--- src/rtl/gfsPkg.sv ---
package gfsPkg;

  typedef enum logic [1:0] {
    CAT_ALU    = 2'd0,
    CAT_MEM    = 2'd1,
    CAT_CTRL   = 2'd2,
    CAT_MULDIV = 2'd3
  } opCat_e;

  // strobes from the decode control to the window / datapath side
  typedef struct packed {
    logic winShift;   // shift a new category flag into the history
    logic winClear;   // refill history as all-risky (flush)
    logic opRisky;    // incoming word is not arithmetic/logical
  } winStrobe_t;

  localparam int unsigned FMT_HI     = 31;
  localparam int unsigned FMT_LO     = 30;
  localparam int unsigned SUBOP_HI   = 24;
  localparam int unsigned SUBOP_LO   = 19;
  localparam int unsigned BRFMT_HI   = 24;
  localparam int unsigned BRFMT_LO   = 22;

endpackage

--- src/rtl/gfsDecode.sv ---
module gfsDecode
  import gfsPkg::*;
(
  input  logic        clk,
  input  logic        rstN,
  input  logic        opValid,
  input  logic [31:0] opWord,
  input  logic        flush,
  output opCat_e      opCat,
  output winStrobe_t  strobe
);

  logic [1:0] fmtBits;
  logic [5:0] subOp;
  logic [2:0] brFmt;
  logic       isMulDiv;
  logic       isCtrlJump;

  assign fmtBits = opWord[FMT_HI:FMT_LO];
  assign subOp   = opWord[SUBOP_HI:SUBOP_LO];
  assign brFmt   = opWord[BRFMT_HI:BRFMT_LO];

  logic unusedOpBits;
  assign unusedOpBits = ^{opWord[29:25], opWord[18:0]};

  assign isMulDiv   = (!subOp[5] && subOp[3] && subOp[1]) || (subOp == 6'h24);
  assign isCtrlJump = (subOp[5:2] == 4'b1110) && (subOp[1:0] != 2'b11);

  always_comb begin
    unique case (fmtBits)
      2'b01:   opCat = CAT_CTRL;
      2'b11:   opCat = CAT_MEM;
      2'b00:   opCat = (brFmt == 3'b100) ? CAT_ALU : CAT_CTRL;
      default: begin
        if (isMulDiv)        opCat = CAT_MULDIV;
        else if (isCtrlJump) opCat = CAT_CTRL;
        else                 opCat = CAT_ALU;
      end
    endcase
  end

  // flush outranks a valid word in the same cycle
  always_comb begin
    strobe.winClear = flush;
    strobe.winShift = opValid && !flush;
    strobe.opRisky  = (opCat != CAT_ALU);
  end

  AST_MEM_FORMAT: assert property (@(posedge clk) disable iff (!rstN)
    (opWord[31:30] == 2'b11) |-> (opCat == CAT_MEM));
  AST_CALL_FORMAT: assert property (@(posedge clk) disable iff (!rstN)
    (opWord[31:30] == 2'b01) |-> (opCat == CAT_CTRL));

endmodule

--- src/rtl/gfsWindow.sv ---
module gfsWindow
  import gfsPkg::*;
#(
  parameter int unsigned WIN = 4
) (
  input  logic       clk,
  input  logic       rstN,
  input  winStrobe_t strobe,
  output logic       classTwo
);

  logic [WIN-1:0] riskyHist;

  always_ff @(posedge clk or negedge rstN) begin
    if (!rstN) begin
      riskyHist <= '1;
    end else if (strobe.winClear) begin
      riskyHist <= '1;
    end else if (strobe.winShift) begin
      riskyHist <= {riskyHist[WIN-2:0], strobe.opRisky};
    end
  end

  assign classTwo = |riskyHist;

  AST_FLUSH_CLASS2: assert property (@(posedge clk) disable iff (!rstN)
    strobe.winClear |=> classTwo);
  AST_RISKY_CLASS2: assert property (@(posedge clk) disable iff (!rstN)
    (strobe.winShift && strobe.opRisky) |=> classTwo);
  AST_IDLE_HOLDS: assert property (@(posedge clk) disable iff (!rstN)
    (!strobe.winShift && !strobe.winClear) |=> $stable(classTwo));

endmodule

--- src/rtl/gfsTableDp.sv ---
module gfsTableDp #(
  parameter int unsigned BIN_W  = 3,
  parameter int unsigned CODE_W = 4
) (
  input  logic              clk,
  input  logic              rstN,
  input  logic              classTwo,
  input  logic [BIN_W-1:0]  condBin,
  input  logic              regWe,
  input  logic [BIN_W:0]    regAddr,
  input  logic [CODE_W:0]   regWdata,
  output logic [CODE_W-1:0] clkCode
);

  localparam int unsigned ADDR_W  = BIN_W + 1;
  localparam int unsigned NUM_ENT = 1 << ADDR_W;
  localparam logic [CODE_W-1:0] SLOWEST = '1;

  logic [CODE_W-1:0] entCode  [NUM_ENT];
  logic              entValid [NUM_ENT];

  always_ff @(posedge clk or negedge rstN) begin
    if (!rstN) begin
      for (int i = 0; i < NUM_ENT; i++) begin
        entCode[i]  <= '0;
        entValid[i] <= 1'b0;
      end
    end else if (regWe) begin
      entCode[regAddr]  <= regWdata[CODE_W-1:0];
      entValid[regAddr] <= regWdata[CODE_W];
    end
  end

  logic [ADDR_W-1:0] idxLow, idxHigh;
  logic [CODE_W-1:0] effLow, effHigh, targetCode, curCode;

  assign idxLow  = {condBin, 1'b0};
  assign idxHigh = {condBin, 1'b1};
  assign effLow  = entValid[idxLow]  ? entCode[idxLow]  : SLOWEST;
  assign effHigh = entValid[idxHigh] ? entCode[idxHigh] : SLOWEST;

  always_comb begin
    if (classTwo) targetCode = (effHigh > effLow) ? effHigh : effLow;
    else          targetCode = effLow;
  end

  // rise at once, fall one step per cycle
  always_ff @(posedge clk or negedge rstN) begin
    if (!rstN) begin
      curCode <= SLOWEST;
    end else if (targetCode > curCode) begin
      curCode <= targetCode;
    end else if (targetCode < curCode) begin
      curCode <= curCode - 1'b1;
    end
  end

  assign clkCode = curCode;

  AST_RISE_NOW: assert property (@(posedge clk) disable iff (!rstN)
    (targetCode > curCode) |=> (curCode == $past(targetCode)));
  AST_SLEW_DOWN: assert property (@(posedge clk) disable iff (!rstN)
    (targetCode < curCode) |=> (curCode == $past(curCode) - 1'b1));
  AST_CLASS2_NOT_FASTER: assert property (@(posedge clk) disable iff (!rstN)
    classTwo |-> (targetCode >= effLow));

endmodule

--- src/rtl/guardFreqSel.sv ---
module guardFreqSel
  import gfsPkg::*;
#(
  parameter int unsigned BIN_W  = 3,
  parameter int unsigned CODE_W = 4,
  parameter int unsigned WIN    = 4
) (
  input  logic              clk,
  input  logic              rstN,
  input  logic              opValid,
  input  logic [31:0]       opWord,
  input  logic              flush,
  input  logic [BIN_W-1:0]  condBin,
  input  logic              regWe,
  input  logic [BIN_W:0]    regAddr,
  input  logic [CODE_W:0]   regWdata,
  output logic [CODE_W-1:0] clkCode
);

  opCat_e     opCat;
  winStrobe_t winStrobe;
  logic       classTwo;

  logic unusedCat;
  assign unusedCat = ^opCat;

  gfsDecode uDecode (
    .clk     (clk),
    .rstN    (rstN),
    .opValid (opValid),
    .opWord  (opWord),
    .flush   (flush),
    .opCat   (opCat),
    .strobe  (winStrobe)
  );

  gfsWindow #(.WIN(WIN)) uWindow (
    .clk      (clk),
    .rstN     (rstN),
    .strobe   (winStrobe),
    .classTwo (classTwo)
  );

  gfsTableDp #(.BIN_W(BIN_W), .CODE_W(CODE_W)) uTable (
    .clk      (clk),
    .rstN     (rstN),
    .classTwo (classTwo),
    .condBin  (condBin),
    .regWe    (regWe),
    .regAddr  (regAddr),
    .regWdata (regWdata),
    .clkCode  (clkCode)
  );

endmodule

--- config.mk ---
export PLATFORM = sky130hd
export DESIGN_NAME = guardFreqSel
export DESIGN_NICKNAME = d
export VERILOG_FILES = /design/src/rtl/gfsPkg.sv /design/src/rtl/gfsDecode.sv /design/src/rtl/gfsWindow.sv /design/src/rtl/gfsTableDp.sv /design/src/rtl/guardFreqSel.sv
export SDC_FILE = /design/constraint.sdc
export NUM_CORES = 1
export LEC_CHECK = 0
export BUFFER_PORTS_ARGS = -buffer_cell sky130_fd_sc_hd__buf_2
export CAP_MARGIN = 20
export CORE_ASPECT_RATIO = 1.25
export CORE_MARGIN = 4
export CORE_UTILIZATION = 40
export DETAILED_ROUTE_END_ITERATION = 8
export SLEW_MARGIN = 20
export SYNTH_ARGS = -nofsm -noshare
export SYNTH_HDL_FRONTEND = slang
export SYNTH_SLANG_ARGS = --single-unit
--- constraint.sdc ---
create_clock -name clk -period 3.8 [get_ports clk]
set_input_delay 0.38 -clock clk [delete_from_list [all_inputs] [get_ports clk]]
set_output_delay 0.38 -clock clk [all_outputs]
set_load 0.01 [all_outputs]
Word-level counts from Yosys, hierarchy flattened:

Cells that the tools add are included.

* flip-flop bits (word level): 88
* output and inout port bits: 4

* add/sub/neg operators: 1
* magnitude comparators: 7
* equal/unequal tests: 6
* mux-type cells: 30
* bitwise logic cells: 3
* reduce and logical (&&, ||, !) cells: 13

Operators by type and width (number)
* 64-bit bitwise mux: 1
* 4-bit two-way mux: 13
* 4-bit binary-select mux with 4-bit select: 2
* 16-bit bitwise mux: 1
* 4-bit demux with 4-bit select: 1
* 5-bit >= comparator, second input constant: 3
* 4-bit NOT with 5-bit output: 3
* 1-bit binary-select mux with 4-bit select: 2
* 4-bit > comparator: 2
* 6-bit == test, second input constant: 1
* 2-bit two-way mux: 3
* 2-bit case mux with 3 select lines: 1
* 2-bit nonzero test: 3
* 1-bit logical AND: 5
* 5-bit by 1-bit < comparator with 1-bit output, second input constant: 1
* 1-bit two-way mux: 5
* 1-bit demux with 4-bit select: 1
* 4-bit == test, second input constant: 1
* 4-bit < comparator: 1
* 4-bit OR reduction: 1
* 4-bit by 1-bit subtractor with 4-bit output, second input constant: 1
* 3-bit == test, second input constant: 1
* 2-bit by 1-bit == test with 1-bit output, second input constant: 1
* 2-bit == test, second input constant: 1
* other kinds (4): 5

Logic depth before layout (Yosys ltp):

Gate-level depths: netlist of run 1.

* depth after elaboration: 11
* mapped depth: 18

Hierarchy:

A second synthesis of run 1 with hierarchy kept.

* cells, all modules: 353
* area total of the unflattened synthesis: 4630.7 um^2

By module, submodules not included
* gfsTableDp: instances 1, cells an instance 321, area each 4317.9 um^2, seq. area each 2107.0 um^2
* gfsWindow: instances 1, cells an instance 13, area each 173.9 um^2, seq. area each 105.1 um^2
* gfsDecode: instances 1, cells an instance 19, area each 138.9 um^2, seq. area each 0.0 um^2

Least setup slack after synthesis of run 1:

OpenSTA, ideal clock, no wires.

* kind: input port to flip-flop
* start: input port condBin[0]
* end: register uTable.curCode[2], in the netlist uTable.clkCode[2]
* library setup time: 75 ps
* arrival time: 3754 ps
* slack: -29 ps
* stages: 17
* buffers on the path: 1
* cells stage by stage: buf_6 > mux4_2 > mux2_4 > nand2_1 > inv_1 > ha_1 > nor2b_1 > o211ai_1 > a21o_1 > mux2i_1 > inv_1 > ha_1 > nor2b_1 > o211ai_1 > nand2_1 > a211oi_1 > a2bb2oi_1

* word-level cells in the longest chain between the ends: 10
* elaborated cells between the ends (all ways): 23

Ends and longest elaborated chain
* start: declaration: RTL line guardFreqSel.sv:13 `input logic [BIN_W-1:0] condBin,`
* 4-bit NOT with 5-bit output (on tied branches): RTL line gfsTableDp.sv:40, gfsTableDp.sv:39
* 4-bit binary-select mux with 4-bit select, or another cell as far along: RTL line gfsTableDp.sv:40 `assign effHigh = entValid[idxHigh] ? entCode[idxHigh] : SLOWEST;`
* 4-bit two-way mux (not written as such), or another cell as far along (2 in series): RTL line gfsTableDp.sv:40
* 4-bit two-way mux (on tied branches): RTL line gfsTableDp.sv:40, gfsTableDp.sv:39
* 4-bit > comparator: RTL line gfsTableDp.sv:43 `if (classTwo) targetCode = (effHigh > effLow) ? effHigh : effLow;`
* 4-bit two-way mux: RTL line gfsTableDp.sv:43
* 4-bit two-way mux (*): RTL line gfsTableDp.sv:43
* 4-bit > comparator or 4-bit < comparator (tied branches): RTL line gfsTableDp.sv:51, gfsTableDp.sv:53
* 4-bit two-way mux or 2-bit nonzero test (tied branches)
* end signal: assignment: RTL line gfsTableDp.sv:52 `curCode <= targetCode;`
* end signal: assignment: RTL line gfsTableDp.sv:54 `curCode <= curCode - 1'b1;`
* end: declaration: RTL line gfsTableDp.sv:35 `logic [CODE_W-1:0] effLow, effHigh, targetCode, curCode;`

Every way passes the cells marked *; elsewhere a longest branch is shown, timed or not. The select of a mux whose other input is x is not followed.
A chain may end at the register's enable or synchronous reset.

Final worst setup path of run 1:

* start: register uTable.entValid[1] (netlist name)
* end: register uTable.curCode[1], in the netlist uTable.clkCode[1]

* word-level cells in the longest chain between the ends: 9
* elaborated cells between the ends (all ways): 15

Ends and longest elaborated chain
* start: declaration: RTL line gfsTableDp.sv:20 `logic entValid [NUM_ENT];`
* start signal: indexed assignment: RTL line gfsTableDp.sv:30 `entValid[regAddr] <= regWdata[CODE_W];`
* 1-bit binary-select mux with 4-bit select (on tied branches): RTL line gfsTableDp.sv:40, gfsTableDp.sv:39
* 1-bit two-way mux (on tied branches) (2 in series): RTL line gfsTableDp.sv:40, gfsTableDp.sv:39
* 4-bit two-way mux (on tied branches): RTL line gfsTableDp.sv:40, gfsTableDp.sv:39
* 4-bit > comparator: RTL line gfsTableDp.sv:43
* 4-bit two-way mux: RTL line gfsTableDp.sv:43
* 4-bit two-way mux (*): RTL line gfsTableDp.sv:43
* 4-bit > comparator or 4-bit < comparator (tied branches): RTL line gfsTableDp.sv:51, gfsTableDp.sv:53
* 4-bit two-way mux or 2-bit nonzero test (tied branches)

Marked as above.

==> results of run 1 <==
critical path, cell delays in order (launching register included):
cell,delay [ns]
dfrtp_1,0.38
mux4_2,0.48
mux2_4,0.31
nand2_4,0.08
inv_2,0.04
ha_4,0.20
nor2b_1,0.12
o211ai_1,0.22
a21o_1,0.20
mux2i_2,0.26
inv_1,0.10
ha_4,0.27
nor2b_1,0.18
o211ai_1,0.15
buf_4,0.17
a21o_1,0.19
o221ai_2,0.16
state kept, by name (all words and copies together) (netlist names):
signal and count:
uTable.entCode 64, uTable.entValid 16, uTable.clkCode 4, uWindow.riskyHist 4
synthesized netlist by cell type (3+ instances only):
master and instances:
mux2_2 81, nand2b_1 4, mux2i_1 12, nand2_1 12
nor2_1 11, a21oi_1 4, nor2b_1 7, inv_1 12
mux4_2 19, a211o_1 4, dfstp_2 8, clkbuf_1 7
nor3_1 3, ha_1 9, nand3b_1 3, buf_2 3
dfrtp_1 80, nand3_1 4
routing by layer:
layer / track usage / up-vias / wire (um)
met3: 0.0194 / 16 / 210
met5: 0 / - / 0
met2: 0.258 / 37 / 4770
met4: 0.0672 / 0 / 221
met1: 0.209 / 1437 / 4110
li1: - / 1288 / -
cell families after synthesis:
family / Yosys count / share of synthesized area
AO/OA/AOI/OAI: 25 / 0.0463
XOR/XNOR: 1 / 0.00197
adder cells (fa/ha/maj): 9 / 0.0254
buffers and inverters: 26 / 0.0279
flip-flops: 88 / 0.499
multiplexers: 115 / 0.339
AND/OR/NAND/NOR: 52 / 0.0606
worst paths after layout:
path                                                start                          endpoint  cells past startpoint
max in group asynchronous                            rstN     uTable.clkCode[3]$_DFFE_PN1P_                      2
hold / removal                                       rstN     uTable.entCode[7]$_DFFE_PN0P_                      1
hold reg to reg            uTable.entValid[6]$_DFFE_PN0P_    uTable.entValid[6]$_DFFE_PN0P_                      1
setup / recovery           uTable.entValid[1]$_DFFE_PN0P_     uTable.clkCode[1]$_DFFE_PN1P_                     16
min in group clk                                    flush  uWindow.riskyHist[1]$_DFFE_PN1P_                      2
setup reg to reg           uTable.entValid[1]$_DFFE_PN0P_     uTable.clkCode[1]$_DFFE_PN1P_                     16
what timing repair did:
item                       4_1_cts  5_1_grt
setup endpoints to repair        0        4
setup buffers                    0        1
gates resized for setup          0       13
metrics by stage:
step / total power, W / TNS (ns) / hold WS [ns]
2_1_floorplan: 0.00210 / 0 / 0.0844
3_3_place_gp: 0.00246 / -0.651 / 0.483
3_5_place_dp: 0.00252 / -0.749 / 0.488
4_1_cts: 0.00349 / 0 / 0.168
5_1_grt: 0.00377 / 0 / 0.205
6_report: 0.00354 / 0 / 0.137
cell type report:
class | count | area (um2)
tap | 132 | 165
multi-input combinational | 202 | 2160
clock inverter | 6 | 91.3
clock buffer | 10 | 239
sequential | 88 | 2210
inverter | 12 | 45.0
timing repair buffer | 59 | 403
fill | 951 | 5400
power groups by stage:
| stage | Clock [W] | Sequential [W] | Combinational (W) |
|---|---|---|---|
| CTS | 0.000983 | 0.00130 | 0.00120 |
| floorplan | 0 | 0.00129 | 0.000810 |
| detailed placement | 0 | 0.00132 | 0.00120 |
| global route | 0.00102 | 0.00133 | 0.00142 |
| global placement | 0 | 0.00131 | 0.00116 |
| finish | 0.000959 | 0.00130 | 0.00128 |
==> out/qor.csv, run 1 <==
stage,metric,value,unit
outcome,status,"complete, no violations",
synth,synth_top_area_frac,0.451,
drt,drc_errors,0,
cts,cts_htree_levels,3,
cts,numCtsBuffers,9,
layout,drive_gt1_frac,0.538,
global_route,grt_pass1_wl,15400,um
place,pre_cts_ws,-0.257,ns
setup_path,end_kind,flop,
place,portBuffers,28,
timing,fin_crit,3.59,ns
drt,dr_total_vias,2778,
synth,syn_inst,316,
layout,final_cell_mix,"81 x mux2_2, 80 x dfrtp_1, 30 x buf_4, 26 x buf_2, 19 x mux4_2",
synth,yosys.area.top_type,dfrtp_1,
layout,layout_commonest_cell,mux2_2,
synth,syn_nets,374,
synth,synth_area,4440,um2
cts,clkTransAtPathRegs,0.06,ns
synth,yosysSeqAreaShare,0.499,
synth,synth_edf_count,0,
drt,drtIter0Drc,142,
power,p_leak,2.36,nW
power,p_comb_frac,0.361,
drt,vias_per_cell,5.46,
setup_path,criticalPathCategory,reg -> reg,
floorplan,io_pins,53,
timing,slew_headroom,0.439,
place,gp_congestion,0.779,
power,pwr_density_cell,665,nW/um2
timing,finalSetupViolations,0,
synth,yosysWarnings,0,
drt,ant_nets,0,
floorplan,dieHeight,126,um
cts,clk_latency,0.33,ns
floorplan,initial_utilization,0.414,
drt,avgRoutedWirePerCell,18.3,um
setup_path,rrSetupSlack,0.21,ns
worst_hold_path,hold_class,in -> async,
cts,cts_tree,built,
timing,slew_viol_final,0,
synth,synth_cell_types,44,
power,seq_power_share,0.368,
timing,clock_skew,0.00542,ns
synth,syn_avg_cell_area,14.0,um2
timing,max_slew.worst_pin.slew,0.841,ns
synth,netlist_top_cells_area,"dfrtp_1 45%, mux2_2 21%, mux4_2 9.6%",
flow_run,cap_violations,0,
global_route,grt_pass1_vias,2937,
cts,clock_sinks,88,
layout,diodes,0,
power,p_sw_frac,0.295,
setup_path,critPathRequiredTime,4.06,ns
global_route,grt_usage,0.157,
cts,cts_hold_buf,0,
place,dpl_cell_area,4920,um2
setup_path,setup.worst_path.start_class,flop,
place,placed_cells,492,
layout,area_growth,19.9,%
synth,ys_seq_elements,88,
timing,post-route-period-util,0.946,
power,p_sw,0.00104,W
setup_path,worst-path-max-fanout,4,
power,clock_power_share,0.271,
cts,cts-root-buf,clkbuf_16,
floorplan,rows,42,
setup_path,critPathArrivalTime,3.85,ns
timing,setup_ws,0.207,ns
layout,final_area,5320,um2
layout,fin_util,0.496,
drt,totalWireLength,9310,um
global_route,grt_max_degree,66,
power,internal_power,0.00249,W
drt,dr.pass1.iters,4,
floorplan,die-area,12800,um2
timing,max_freq,278,MHz
timing,rsz0062_at_grt,no,
timing,hold_viol_final,0,
place,hpwlAfterDp,6700,um
global_route,gr-total-overflow,0,
floorplan,die_w,102,um
synth,async_reset_ff_frac,1.00,
layout,layout.nets,430,
floorplan,core,10700,um2
global_route,antenna_found_initial,0,
synth,ys.flop_type,dfrtp_1,
power,max-vdd-ir-drop,0.237,mV
layout,layout.cells.non_filler,509,
cts,cts_max_path_buffers,2,
(Power assumes the default switching activity.)
==> inputs of run 2 (changes only) <==
Settings changed: GPL_TIMING_DRIVEN set to 0.
==> out/qor.csv, run 2 (synthesized netlist as in run 1, its figures left out) <==
stage,metric,value,unit,change
timing,setup_ws,0.148,ns,-0.0582 ns
timing,clock_skew,0.00452,ns,-0.000895 ns
power,max-vdd-ir-drop,0.303,mV,+28%
drt,totalWireLength,9420,um,+1.2%
layout,fillers,968,,+1.8%
floorplan,io_pins,53,,unchanged
timing,hold_ws,0.0618,ns,-0.0756 ns
place,hpwlAfterDp,6710,um,+0.17%
cts,cts-root-buf,clkbuf_16,,
layout,final_area,5190,um2,-2.4%
power,p_leak,2.26,nW,-4.3%
setup_path,worst-path-max-fanout,4,,unchanged
global_route,grt_max_degree,49,,-26%
cts,numCtsBuffers,9,,unchanged
timing,finalSetupViolations,0,,unchanged
global_route,antenna_found_initial,0,,unchanged
global_route,gr-usage-met1,0.212,,+0.00372
setup_path,end_kind,flop,,
power,internal_power,0.00237,W,-5.0%
timing,post-route-period-util,0.961,,+0.0153
drt,dr_total_vias,2692,,-3.1%
floorplan,initial_utilization,0.414,,unchanged
cts,clock_sinks,88,,unchanged
global_route,met3_usage,0.0194,,unchanged
outcome,status,"complete, no violations",,
place,dpl_cell_area,4750,um2,-3.4%
timing,hold_viol_final,0,,unchanged
layout,regMostFlops,uTable.entCode,,
floorplan,core,10700,um2,unchanged
global_route,grt_pass1_wl,15700,um,+1.7%
power,seq_power_share,0.381,,+0.013
floorplan,dieHeight,126,um,unchanged
layout,final_cell_mix,"81 x mux2_2, 80 x dfrtp_1, 25 x buf_2, 19 x mux4_2",,
timing,slew_headroom,0.537,,+0.0972
layout,layout_commonest_cell,mux2_2,,
power,clock_power_share,0.240,,-0.031
timing,max_slew.worst_pin.slew,0.693,ns,-0.148 ns
setup_path,rrSetupSlack,0.15,ns,-0.06 ns
setup_path,reg2reg_from,uTable.entValid[4]$_DFFE_PN0P_,,
drt,ant_nets,0,,unchanged
layout,regArea,2210,um2,unchanged
cts,clkTransAtPathRegs,0.06,ns,about the same
layout,top_regs,"uTable.entCode (64), uTable.entValid (16)",,
place,portBuffers,25,,-11%
layout,multi_input_area,2210,um2,+2.0%
floorplan,die_w,102,um,unchanged
power,p_sw,0.00105,W,+0.63%
cts,clk_latency,0.33,ns,about the same
place,pre_cts_ws,-0.659,ns,-0.402 ns
cts,cts_tree,built,,
place,placed_cells,474,,-3.7%
drt,dr.pass1.iters,4,,unchanged
setup_path,critPathArrivalTime,3.92,ns,+0.07 ns
layout,layout.cells.non_filler,497,,-2.4%
setup_path,timing.rr.end,uTable.clkCode[2]$_DFFE_PN1P_,,
layout,drive_gt1_frac,0.510,,-0.0289
setup_path,r2r_cells,15,,-1
timing,fin_crit,3.65,ns,+0.0582 ns
global_route,grt.busiest_layer,met2,,
worst_hold_path,hold_class,in -> async,,
timing,slew_viol_final,0,,unchanged
cts,cts_htree_levels,3,,unchanged
global_route,gr-total-overflow,0,,unchanged
setup_path,setup.worst_path.start_class,flop,,
drt,vias_per_cell,5.42,,-0.76%
setup_path,critPathRequiredTime,4.07,ns,about the same
floorplan,rows,42,,unchanged
drt,avgRoutedWirePerCell,19.0,um,+3.7%
global_route,grt_util_met2,0.263,,+0.00459
layout,largest_reg_flops,64,,unchanged
drt,drtIter0Drc,109,,-23%
place,gp_congestion,0.793,,+1.7%
setup_path,endpoint,uTable.clkCode[2]$_DFFE_PN1P_,,
cts,cts_max_path_buffers,2,,unchanged
floorplan,die-area,12800,um2,unchanged
setup_path,criticalPathCategory,reg -> reg,,
flow_run,cap_violations,0,,unchanged
global_route,grt_pass1_vias,2941,,+0.14%
power,p_comb_frac,0.379,,+0.018
timing,max_freq,274,MHz,-1.6%
layout,layout.nets,418,,-2.8%
layout,diodes,0,,unchanged
power,pwr_density_cell,659,nW/um2,-0.94%
layout,area_growth,17.0,%,
power,p_sw_frac,0.307,,+0.0121
setup_path,startpoint,uTable.entValid[4]$_DFFE_PN0P_,,
global_route,grt_usage,0.161,,+0.00343
drt,drc_errors,0,,unchanged
==> run 2: cell types whose count changed in the layout (fill, tap and decap cells not counted), sizes merged <==
cell    before  now
buf         58   39
clkinv       3    1
inv         13   12
bufinv       2    0
clkbuf      11   23
==> run 2: routing by layer <==
layer,wire [um],vias to the layer above
li1,-,1258
met2,4850,38
met5,0,-
met3,322,11
met1,4060,1385
met4,186,0
==> run 2: cell type report <==
cell class / instances / share of cell area
timing repair buffer: 34 / 0.0400
clock buffer: 15 / 0.0516
sequential: 88 / 0.426
inverter: 12 / 0.00868
clock inverter: 1 / 0.000964
buffer: 13 / 0.0154
multi-input combinational: 202 / 0.425
tap: 132 / 0.0318
==> run 2: repair_timing <==
action / CTS / global route
hold buffers: 0 / 0
buffers inserted: 5 / 3
pin swaps: 3 / 8
hold endpoints to repair: 0 / 0
resized for setup: 5 / 17
endpoints found under the setup margin: 4 / 4
==> run 2: stage by stage <==
step	TNS (ns)	util	total power [W]
6_report	0	0.484	0.00342
3_5_place_dp	-2.05	0.443	0.00236
5_1_grt	-0.0807	0.484	0.00364
2_1_floorplan	0	-	0.00210
3_3_place_gp	-1.88	0.441	0.00232
4_1_cts	0	0.474	0.00331
==> run 2: power groups by stage <==
stage / Combinational (W) / Clock [W] / Sequential (W)
after global routing: 0.00143 / 0.000875 / 0.00133
after detailed placement: 0.00104 / 0 / 0.00132
after floorplan: 0.000810 / 0 / 0.00129
after global placement: 0.00101 / 0 / 0.00131
final: 0.00130 / 0.000820 / 0.00130
after CTS: 0.00116 / 0.000843 / 0.00131
==> run 2: worst min path at each step <==
| stage | start | end | cells past startpoint |
|---|---|---|---|
| after floorplan | rstN | uTable.entCode[0]$_DFFE_PN0P_ | 0 |
| after global placement | uTable.entCode[47]$_DFFE_PN0P_ | uTable.entCode[47]$_DFFE_PN0P_ | 1 |
| after detailed placement | rstN | uTable.entValid[15]$_DFFE_PN0P_ | 1 |
| after CTS | rstN | uTable.entCode[23]$_DFFE_PN0P_ | 1 |
| after global routing | rstN | uTable.entValid[15]$_DFFE_PN0P_ | 1 |
| final | rstN | uTable.entValid[15]$_DFFE_PN0P_ | 1 |
==> run 2: worst max-delay path, stage by stage, from the launching register on <==
cell	delay [ns]
dfrtp_1	0.38
mux4_2	0.46
mux2_4	0.33
nand2_2	0.12
ha_4	0.21
nor2b_1	0.12
o211ai_1	0.21
a21o_1	0.22
mux2i_2	0.29
inv_2	0.08
ha_4	0.24
nor2b_4	0.12
o211ai_1	0.25
nand2_2	0.12
a211oi_2	0.26
a2bb2oi_2	0.16
==> inputs of run 3 (changes only) <==
Settings changed: GPL_ROUTABILITY_DRIVEN set to 0, SYNTH_HIERARCHICAL set to 1.
==> out/qor.csv, run 3 <==
stage,metric,value,unit,change
synth,yosysWarnings,6,,+6
place,hpwlAfterDp,7170,um,+6.8%
global_route,grt_pass1_vias,3160,,+7.4%
power,pwr_density_cell,617,nW/um2,-6.3%
outcome,status,"complete, no violations",,
cts,cts_tree,built,,
drt,dr_total_vias,2913,,+8.2%
drt,ant_nets,0,,unchanged
place,portBuffers,25,,unchanged
power,p_comb_frac,0.312,,-0.067
cts,clkTransAtPathRegs,0.06,ns,about the same
timing,max_freq,275,MHz,+0.41%
timing,max_slew.worst_pin.slew,0.954,ns,+0.261 ns
layout,layout_commonest_cell,dfrtp_1,,
power,p_sw,0.000967,W,-8.0%
setup_path,criticalPathCategory,reg -> reg,,
drt,drtIter0Drc,122,,+12%
cts,numCtsBuffers,9,,unchanged
cts,cts_hold_buf,0,,unchanged
layout,fillers,985,,+1.8%
synth,syn_avg_cell_area,13.2,um2,-5.8%
layout,fin_util,0.474,,-0.00992
cts,clock_sinks,88,,unchanged
timing,slew_viol_final,0,,unchanged
setup_path,r2r_cells,16,,+1
layout,layout.nets,444,,+6.2%
drt,avgRoutedWirePerCell,18.8,um,-0.72%
floorplan,dieHeight,128,um,+1.5%
setup_path,critPathArrivalTime,3.89,ns,-0.03 ns
layout,largest_reg_flops,64,,unchanged
layout,area_growth,15.4,%,
synth,syn_inst,346,,+9.5%
setup_path,rrSetupSlack,0.16,ns,+0.02 ns
cts,clk_latency,0.34,ns,about the same
timing,hold_viol_final,0,,unchanged
cts,cts-root-buf,clkbuf_16,,
floorplan,core,11100,um2,+3.9%
setup_path,worst-path-max-fanout,7,,+3
floorplan,die_w,104,um,+1.4%
setup_path,critPathRequiredTime,4.05,ns,-0.02 ns
global_route,gr-total-overflow,0,,unchanged
power,internal_power,0.00230,W,-3.2%
worst_hold_path,hold_class,in -> async,,
layout,diodes,0,,unchanged
place,pre_cts_ws,-0.711,ns,-0.0518 ns
timing,slew_headroom,0.359,,-0.177
global_route,antenna_found_initial,0,,unchanged
setup_path,setup.worst_path.start_class,flop,,
timing,post-route-period-util,0.957,,-0.00396
layout,top_regs,"uTable/entCode (64), uTable/entValid (16)",,
floorplan,io_pins,53,,unchanged
timing,finalSetupViolations,0,,unchanged
cts,cts_max_path_buffers,2,,unchanged
timing,fin_crit,3.64,ns,-0.0150 ns
power,p_sw_frac,0.296,,-0.0107
power,max-vdd-ir-drop,0.254,mV,-16%
drt,totalWireLength,9900,um,+5.1%
floorplan,initial_utilization,0.411,,-0.00290
cts,cts_htree_levels,3,,unchanged
floorplan,rows,43,,+2.4%
flow_run,cap_violations,0,,unchanged
timing,clock_skew,0.0115,ns,+0.00693 ns
drt,drc_errors,0,,unchanged
global_route,grt_max_degree,52,,+6.1%
global_route,grt_usage,0.160,,-0.00118
synth,syn_nets,404,,+8.0%
power,seq_power_share,0.398,,+0.017
drt,dr.pass1.iters,6,,+2
synth,synth_area,4580,um2,+3.2%
timing,setup_ws,0.163,ns,+0.0150 ns
power,clock_power_share,0.290,,+0.050
layout,regMostFlops,uTable/entCode,,
layout,drive_gt1_frac,0.389,,-0.121
floorplan,die-area,13200,um2,+2.9%
power,p_leak,2.30,nW,+2.2%
setup_path,end_kind,flop,,
drt,vias_per_cell,5.54,,+2.2%
layout,final_cell_mix,"80 x dfrtp_1, 56 x mux2_2, 25 x buf_2, 25 x mux2_1, 21 x mux2i_1",,
global_route,grt_pass1_wl,16400,um,+4.6%
## run 3: changes by cell type in the layout (fill, tap and decap cells not counted), moves of 4 or more
| cell | before | now |
|---|---|---|
| mux2_1 | 0 | 25 |
| mux2_2 | 81 | 56 |
| mux2i_1 | 10 | 21 |
| nand3_1 | 4 | 15 |
| mux4_2 | 19 | 10 |
| nand4_1 | 1 | 10 |
| mux2_4 | 2 | 9 |
| buf_4 | 11 | 7 |
| nor2_1 | 11 | 7 |
| nor2b_1 | 6 | 10 |
| nor3_2 | 0 | 4 |
## run 3: area by class of cell
class                      count  area (um2)  area share
buffer                        17         111      0.0211
clock buffer                  10         229      0.0433
clock inverter                 6        92.6      0.0175
inverter                      12        45.0     0.00853
multi-input combinational    228        2250       0.425
sequential                    88        2210       0.419
tap                          135         169      0.0320
timing repair buffer          30         178      0.0336
## run 3: worst paths after layout
check / to / start
setup / recovery: uTable/clkCode[2]$_DFFE_PN1P_ / uTable/entValid[9]$_DFFE_PN0P_
hold / removal: uTable/entValid[7]$_DFFE_PN0P_ / rstN
setup reg to reg: uTable/clkCode[2]$_DFFE_PN1P_ / uTable/entValid[9]$_DFFE_PN0P_
hold reg to reg: uTable/entCode[33]$_DFFE_PN0P_ / uTable/entCode[33]$_DFFE_PN0P_
max in group asynchronous: uTable/entCode[49]$_DFFE_PN0P_ / rstN
min in group clk: uWindow/riskyHist[2]$_DFFE_PN1P_ / flush
## run 3: repair_timing
item | 4_1_cts | 5_1_grt
buffers inserted | 0 | 4
endpoints found under the setup margin | 4 | 4
pin swaps | 0 | 2
gates resized for setup | 4 | 8
## run 3: per-stage QoR
stage	instance area, um2	hold slack, ns	TNS (ns)	instances	power (W)
after detailed placement	4890	0.463	-2.73	507	0.00222
after CTS	5210	0.0894	0	522	0.00320
after global routing	5280	0.128	-0.0346	526	0.00347
after floorplan	4580	0.0844	0	346	0.00198
after global placement	4870	0.463	-2.55	506	0.00218
final	5280	0.0785	0	526	0.00326
## run 3: power groups by stage
stage	sequential [W]	combinational [W]	clock, W
after floorplan	0.00129	0.000692	0
after global placement	0.00130	0.000879	0
after detailed placement	0.00132	0.000908	0
after CTS	0.00130	0.000920	0.000977
after global routing	0.00133	0.00113	0.00101
final	0.00130	0.00102	0.000945
## run 3: critical path, stage by stage, from the launching register on
cell and delay [ns]:
dfrtp_1 0.38, mux2_4 0.29, mux4_2 0.51, nand2_2 0.10
inv_1 0.07, ha_4 0.28, o211ai_1 0.13, a21oi_4 0.17
buf_4 0.15, buf_4 0.10, mux2_2 0.34, ha_1 0.18
nor2b_1 0.11, o211ai_1 0.16, and2_4 0.22, a21o_1 0.18
a22oi_1 0.18
## run 3: layer usage
layer / global-route usage / vias to the layer above / wire (um) / share of wire
met5: 0 / - / 0 / 0
met4: 0.0689 / 0 / 260 / 0.026
met3: 0.0369 / 17 / 330 / 0.033
met2: 0.279 / 64 / 5090 / 0.51
met1: 0.190 / 1479 / 4220 / 0.43
li1: - / 1353 / - / -
